### src/rtl/node_pkg.sv
package node_pkg;

    typedef enum logic [1:0] {
        ARB_CLEAR     = 2'd0,
        ARB_COUNTING  = 2'd1,
        ARB_FORCE_LOW = 2'd2
    } arb_state_e;

    typedef enum logic {
        SIDE_LEFT  = 1'b0,
        SIDE_RIGHT = 1'b1
    } side_e;

endpackage

### src/rtl/req_buffer.sv
module req_buffer #(
    parameter int WIDTH = 10,
    parameter int DEPTH = 2
) (
    input  logic             clk,
    input  logic             rst_n,
    input  logic             in_valid,
    output logic             in_ready,
    input  logic [WIDTH-1:0] in_entry,
    output logic             out_valid,
    input  logic             out_pop,
    output logic [WIDTH-1:0] out_entry
);
    localparam int PTR_W = (DEPTH > 1) ? $clog2(DEPTH) : 1;
    localparam int CNT_W = $clog2(DEPTH + 1);

    logic [WIDTH-1:0] store_q [DEPTH];
    logic [PTR_W-1:0] wr_ptr_q, rd_ptr_q;
    logic [CNT_W-1:0] fill_q;
    logic             push, pop;

    assign out_valid = (fill_q != '0);
    assign pop       = out_pop && out_valid;
    assign in_ready  = (fill_q < CNT_W'(DEPTH)) || pop;
    assign push      = in_valid && in_ready;
    assign out_entry = store_q[rd_ptr_q];

    function automatic logic [PTR_W-1:0] ptr_next(input logic [PTR_W-1:0] p);
        return (p == PTR_W'(DEPTH - 1)) ? '0 : p + 1'b1;
    endfunction

    always_ff @(posedge clk or negedge rst_n) begin
        if (!rst_n) begin
            wr_ptr_q <= '0;
            rd_ptr_q <= '0;
            fill_q   <= '0;
        end else begin
            if (push) wr_ptr_q <= ptr_next(wr_ptr_q);
            if (pop)  rd_ptr_q <= ptr_next(rd_ptr_q);
            unique case ({push, pop})
                2'b10:   fill_q <= fill_q + 1'b1;
                2'b01:   fill_q <= fill_q - 1'b1;
                default: fill_q <= fill_q;
            endcase
        end
    end

    always_ff @(posedge clk) begin
        if (push) store_q[wr_ptr_q] <= in_entry;
    end

endmodule

### src/rtl/node_arbiter.sv
module node_arbiter
    import node_pkg::*;
#(
    parameter int BLOCK_M = 3
) (
    input  logic  clk,
    input  logic  rst_n,
    input  logic  hi_valid,
    input  logic  lo_valid,
    input  logic  up_ready,
    output logic  take_hi,
    output logic  take_lo,
    output logic  fwd_valid,
    output side_e fwd_side
);
    localparam int CNT_W = $clog2(BLOCK_M + 1);

    arb_state_e       state_q, state_n;
    logic [CNT_W-1:0] blk_q, blk_n;
    logic             hold_q;
    side_e            hold_side_q;

    // Output process: side selection and pop strobes.
    always_comb begin
        fwd_valid = hi_valid || lo_valid;
        if (hold_q) begin
            fwd_side = hold_side_q;
        end else if (state_q == ARB_FORCE_LOW && lo_valid) begin
            fwd_side = SIDE_RIGHT;
        end else if (hi_valid) begin
            fwd_side = SIDE_LEFT;
        end else begin
            fwd_side = SIDE_RIGHT;
        end
        take_hi = fwd_valid && up_ready && (fwd_side == SIDE_LEFT);
        take_lo = fwd_valid && up_ready && (fwd_side == SIDE_RIGHT);
    end

    // Next-state process.
    always_comb begin
        state_n = state_q;
        blk_n   = blk_q;
        unique case (state_q)
            ARB_CLEAR: begin
                if (take_hi && lo_valid) begin
                    blk_n   = CNT_W'(1);
                    state_n = (BLOCK_M == 1) ? ARB_FORCE_LOW : ARB_COUNTING;
                end
            end
            ARB_COUNTING: begin
                if (take_lo) begin
                    blk_n   = '0;
                    state_n = ARB_CLEAR;
                end else if (take_hi) begin
                    blk_n   = blk_q + 1'b1;
                    state_n = (blk_q == CNT_W'(BLOCK_M - 1)) ? ARB_FORCE_LOW
                                                             : ARB_COUNTING;
                end
            end
            ARB_FORCE_LOW: begin
                if (take_lo) begin
                    blk_n   = '0;
                    state_n = ARB_CLEAR;
                end
            end
            default: begin
                blk_n   = '0;
                state_n = ARB_CLEAR;
            end
        endcase
    end

    // State register process.
    always_ff @(posedge clk or negedge rst_n) begin
        if (!rst_n) begin
            state_q     <= ARB_CLEAR;
            blk_q       <= '0;
            hold_q      <= 1'b0;
            hold_side_q <= SIDE_LEFT;
        end else begin
            state_q     <= state_n;
            blk_q       <= blk_n;
            hold_q      <= fwd_valid && !up_ready;
            hold_side_q <= fwd_side;
        end
    end

endmodule

### src/rtl/rsp_router.sv
module rsp_router #(
    parameter int TAG_W = 2,
    parameter int RSP_W = 8
) (
    input  logic             rsp_valid,
    output logic             rsp_ready,
    input  logic [TAG_W:0]   rsp_tag,
    input  logic [RSP_W-1:0] rsp_data,
    output logic             rl_valid,
    input  logic             rl_ready,
    output logic [TAG_W-1:0] rl_tag,
    output logic [RSP_W-1:0] rl_data,
    output logic             rr_valid,
    input  logic             rr_ready,
    output logic [TAG_W-1:0] rr_tag,
    output logic [RSP_W-1:0] rr_data
);
    logic to_right;

    always_comb begin
        to_right  = rsp_tag[TAG_W];
        rl_valid  = rsp_valid && !to_right;
        rr_valid  = rsp_valid && to_right;
        rl_tag    = rsp_tag[TAG_W-1:0];
        rr_tag    = rsp_tag[TAG_W-1:0];
        rl_data   = rsp_data;
        rr_data   = rsp_data;
        rsp_ready = to_right ? rr_ready : rl_ready;
    end

endmodule

### src/rtl/tree_mux_node.sv
module tree_mux_node
    import node_pkg::*;
#(
    parameter int TAG_W     = 2,
    parameter int DATA_W    = 8,
    parameter int RSP_W     = 8,
    parameter int BUF_DEPTH = 2,
    parameter int BLOCK_M   = 3
) (
    input  logic              clk,
    input  logic              rst_n,
    input  logic              l_valid,
    output logic              l_ready,
    input  logic [TAG_W-1:0]  l_tag,
    input  logic [DATA_W-1:0] l_data,
    input  logic              r_valid,
    output logic              r_ready,
    input  logic [TAG_W-1:0]  r_tag,
    input  logic [DATA_W-1:0] r_data,
    output logic              out_valid,
    input  logic              out_ready,
    output logic [TAG_W:0]    out_tag,
    output logic [DATA_W-1:0] out_data,
    input  logic              rsp_valid,
    output logic              rsp_ready,
    input  logic [TAG_W:0]    rsp_tag,
    input  logic [RSP_W-1:0]  rsp_data,
    output logic              rl_valid,
    input  logic              rl_ready,
    output logic [TAG_W-1:0]  rl_tag,
    output logic [RSP_W-1:0]  rl_data,
    output logic              rr_valid,
    input  logic              rr_ready,
    output logic [TAG_W-1:0]  rr_tag,
    output logic [RSP_W-1:0]  rr_data
);
    localparam int ENT_W = TAG_W + DATA_W;

    logic [1:0]       in_v, in_r, head_v, pop;
    logic [ENT_W-1:0] in_e   [2];
    logic [ENT_W-1:0] head_e [2];
    logic [ENT_W-1:0] sel_e;
    side_e            sel_side;

    assign in_v    = {r_valid, l_valid};
    assign in_e[0] = {l_tag, l_data};
    assign in_e[1] = {r_tag, r_data};
    assign l_ready = in_r[0];
    assign r_ready = in_r[1];

    for (genvar s = 0; s < 2; s++) begin : g_side
        req_buffer #(
            .WIDTH (ENT_W),
            .DEPTH (BUF_DEPTH)
        ) u_buf (
            .clk       (clk),
            .rst_n     (rst_n),
            .in_valid  (in_v[s]),
            .in_ready  (in_r[s]),
            .in_entry  (in_e[s]),
            .out_valid (head_v[s]),
            .out_pop   (pop[s]),
            .out_entry (head_e[s])
        );
    end

    node_arbiter #(
        .BLOCK_M (BLOCK_M)
    ) u_arb (
        .clk       (clk),
        .rst_n     (rst_n),
        .hi_valid  (head_v[0]),
        .lo_valid  (head_v[1]),
        .up_ready  (out_ready),
        .take_hi   (pop[0]),
        .take_lo   (pop[1]),
        .fwd_valid (out_valid),
        .fwd_side  (sel_side)
    );

    assign sel_e    = (sel_side == SIDE_RIGHT) ? head_e[1] : head_e[0];
    assign out_tag  = {sel_side == SIDE_RIGHT, sel_e[ENT_W-1:DATA_W]};
    assign out_data = sel_e[DATA_W-1:0];

    rsp_router #(
        .TAG_W (TAG_W),
        .RSP_W (RSP_W)
    ) u_rsp (
        .rsp_valid (rsp_valid),
        .rsp_ready (rsp_ready),
        .rsp_tag   (rsp_tag),
        .rsp_data  (rsp_data),
        .rl_valid  (rl_valid),
        .rl_ready  (rl_ready),
        .rl_tag    (rl_tag),
        .rl_data   (rl_data),
        .rr_valid  (rr_valid),
        .rr_ready  (rr_ready),
        .rr_tag    (rr_tag),
        .rr_data   (rr_data)
    );

endmodule

### config.mk
export PLATFORM = sky130hd
export DESIGN_NAME = tree_mux_node
export DESIGN_NICKNAME = d
export VERILOG_FILES = /design/src/rtl/node_pkg.sv /design/src/rtl/req_buffer.sv /design/src/rtl/node_arbiter.sv /design/src/rtl/rsp_router.sv /design/src/rtl/tree_mux_node.sv
export SDC_FILE = /design/constraint.sdc
export NUM_CORES = 1
export LEC_CHECK = 0
export BUFFER_PORTS_ARGS = -buffer_cell sky130_fd_sc_hd__buf_2
export CAP_MARGIN = 20
export CORE_UTILIZATION = 51
export CTS_CLUSTER_DIAMETER = 200
export DETAILED_ROUTE_END_ITERATION = 10
export PLACE_DENSITY = 0.76
export SYNTH_ARGS = -nofsm -noshare
export SYNTH_HDL_FRONTEND = slang
export SYNTH_SLANG_ARGS = --single-unit
### constraint.sdc
create_clock -name clk -period 2.3 [get_ports clk]
set_input_delay 0.46 -clock clk [delete_from_list [all_inputs] [get_ports clk]]
set_output_delay 0.46 -clock clk [all_outputs]
set_load 0.1 [all_outputs]
==> impl_results.md <==
* Via count at 1602
* Worst path slowest cell: dfrtp_1
* Count leader, synth: edfxtp_1
* Worst flop-to-flop path endpoint: g_side[0].u_buf.fill_q[1]
* Total detailed-routing wirelength at 5260 um
* Row count at 25
* CTS tree: yes
* MaxCap Viol Count at 0
* Chip height at 72.9 um
* Final period util at 1.10
* Most common library cells after synthesis: 40 x edfxtp_1, 21 x buf_4, 14 x a21oi_1, 14 x dfrtp_1, 11 x nor2b_1
* Placed inst area at 3130 sq um
* Vias in the first global route at 1602
* Clock skew after layout at 0.00604 ns
* Endpoints failing hold at 0
* Initial antenna violation count at 0
* Root Buffer: clkbuf_8
* Final Core Density at 0.715
* Yosys reg bits at 54
* Critical Path AT at 2.07 ns
* R2R Setup Slk at 0.19 ns
* Die area at 5310 sq um
* Crit path max fanout at 6
* Most used cell, CP: a211oi_4
* Area delta synth->final at 33.4%
* Failing checks: setup timing
* Worst Setup EP: out_tag[1]
* GR Overflow Total at 0
* Global placement routability congestion at 0.880
* Post-route antenna net violation count at 0
* Final setup viols at 11
* Slew @ Worst Pin at 0.588 ns
* RSZ-0062 raised after global routing: yes
* Library cells used by synthesis at 44
* Final Slew Violations at 0
* Outcome: finished, violations left
* Share of the synthesized area in the top cell type at 0.469
* Cells after Synth at 190
* Top-level I/O count at 76
* Largest net degree at the start of global routing at 22
* DPL Wire Length at 3470 um
* # fillers at 306
* Routed WL per cell at 17.7 um
* Synth Flop Type: edfxtp_1
* Post-Syn Area at 2560 sq um
* R2R depth at 8
* Antenna diodes at 0
* Crit path from: g_side[1].u_buf.fill_q[0]
* CP cell instances: or2_4 > a211oi_4 > nor2_4 > clkbuf_16 > a211oi_4 > a21oi_4 > buf_12
* Vias/cell at 5.38
* Drt first-iter violations at 160
* Drt pass-1 iters at 4
* Worst r2r src: g_side[1].u_buf.fill_q[0]
* CP Launch Type: register
* Fin area at 3420 sq um
* Chip width at 72.9 um
* TritonCTS Buffers at 5
* Min Clock Period, post-route at 2.53 ns
* Crit path required time at 1.84 ns
* Yosys warns at 0
* Ranking of synthesized cells by area: edfxtp_1 47%, dfrtp_1 14%, buf_4 6.1%
* Number of port buffers at 45
* Layout cell share with drive strength beyond 1 at 0.472
* Num Clock Sinks at 54
* Clk slew on worst S/H paths at 0.09 ns
* CP Capture Type: primary output
* Initial Util at 0.536
* Synth async-reset ratio at 0.259
* Worst hold path class: input pin to asynchronous set/reset pin
* Yosys top cell by area: edfxtp_1
* CTS H-tree depth at 2
* Core area at 4790 sq um
* EDFF count, synth at 40
* Max incr delay on CP at 0.40 ns
* Mapped Nets at 232
* Synth Area per Inst at 13.5 sq um
* Worst Path Class, Setup: register to primary output
* Max-Slew Margin vs Limit at 0.608
* Residual DRC at 0
* Nets@finish at 273
* Max Clock Freq at 395 MHz
* Tot GR Track Use at 0.220
* Post-synthesis sequential area ratio at 0.605
* Clk_lat worst skew at 0.31 ns
* First-pass GRT wire length at 8300 um
* Setup ws final at -0.230 ns
* Deepest clock path buffer count at 2
## layer usage
metal  global-route usage  part of all wire  vias to the layer above
li1                     -                 -                      744
met1                0.288              0.42                      776
met2                0.344              0.50                       57
met3               0.0387             0.041                       25
met4                0.137             0.034                        0
met5                    0                 0                        -
## worst max-delay path: cells and delay by family, from the launching register on
family | cells | cell delay (ns)
compound gates | 3 | 0.59
flops | 1 | 0.40
simple gates | 2 | 0.40
buf+inv | 2 | 0.35
## registers in the layout (all words and copies together), names as in the netlist
name	flops
g_side.u_buf.fill_q	4
g_side.u_buf.rd_ptr_q	2
g_side.u_buf.store_q	40
g_side.u_buf.wr_ptr_q	2
u_arb.blk_q	2
u_arb.hold_q	1
u_arb.hold_side_q	1
u_arb.state_q	2
## how the worst min path moves through the flow
stage / endpoint / slack, ns
after floorplan: g_side[0].u_buf.fill_q[0] / 0.16
after global placement: g_side[0].u_buf.fill_q[0] / 0.37
final: u_arb.blk_q[1] / 0.03
after detailed placement: g_side[0].u_buf.rd_ptr_q / 0.38
after global routing: u_arb.blk_q[1] / 0.06
after CTS: u_arb.blk_q[1] / 0.05
## cells in the final DEF (no fill, tap or decap), types with 2 or more instances in the layout
master,instances
edfxtp_1,40
buf_2,31
buf_12,16
dfrtp_1,12
buf_4,12
nor2b_1,11
a211oi_4,10
mux2i_1,10
a21oi_4,10
xnor2_1,7
o21ai_0,5
nor2_1,5
clkbuf_8,5
inv_1,4
a21oi_1,4
nor2_4,3
nand2_1,3
xor2_1,3
o21ai_1,2
and2_1,2
ha_1,2
clkinvlp_4,2
dfrtp_2,2
## per-stage QoR
stage / setup WS (ns) / TNS (ns) / cells / hold slack (ns)
6_report: -0.230 / -1.93 / 298 / 0.0256
5_1_grt: -0.269 / -2.47 / 298 / 0.0583
4_1_cts: -0.132 / -1.19 / 297 / 0.0462
3_5_place_dp: 0.0776 / 0 / 284 / 0.380
3_3_place_gp: 0.148 / 0 / 284 / 0.370
2_1_floorplan: -0.306 / -7.40 / 190 / 0.164
## area by class of cell
| type | count | area [sq um] | area share |
|---|---|---|---|
| inverters | 4 | 15.0 | 0.00439 |
| multi-input cells | 104 | 1050 | 0.308 |
| flip-flops and latches | 54 | 1550 | 0.454 |
| well taps | 67 | 83.8 | 0.0245 |
| clock inverters | 2 | 15.0 | 0.00439 |
| repair buffers | 62 | 629 | 0.184 |
| clock buffers | 5 | 68.8 | 0.0201 |
## what timing repair did
action | in CTS | in global routing
pin swaps | 14 | 4
gates cloned | 2 | 0
resized for setup | 16 | 8
buffers inserted | 4 | 2
hold buffers | 0 | 0
setup endpoints to repair | 11 | 13
## cells by family after synthesis
kind of cell             after synthesis  share of synthesized area
multiplexers                          12                     0.0478
buffers and inverters                 32                     0.0820
adder cells (fa/ha/maj)                3                     0.0146
XOR/XNOR                              10                     0.0342
AND/OR/NAND/NOR                       37                     0.0888
AO/OA/AOI/OAI                         42                      0.127
flip-flops                            54                      0.605
Power is not shown: default switching activity piles up to over one toggle a cycle in this logic, so the estimate is an artifact.
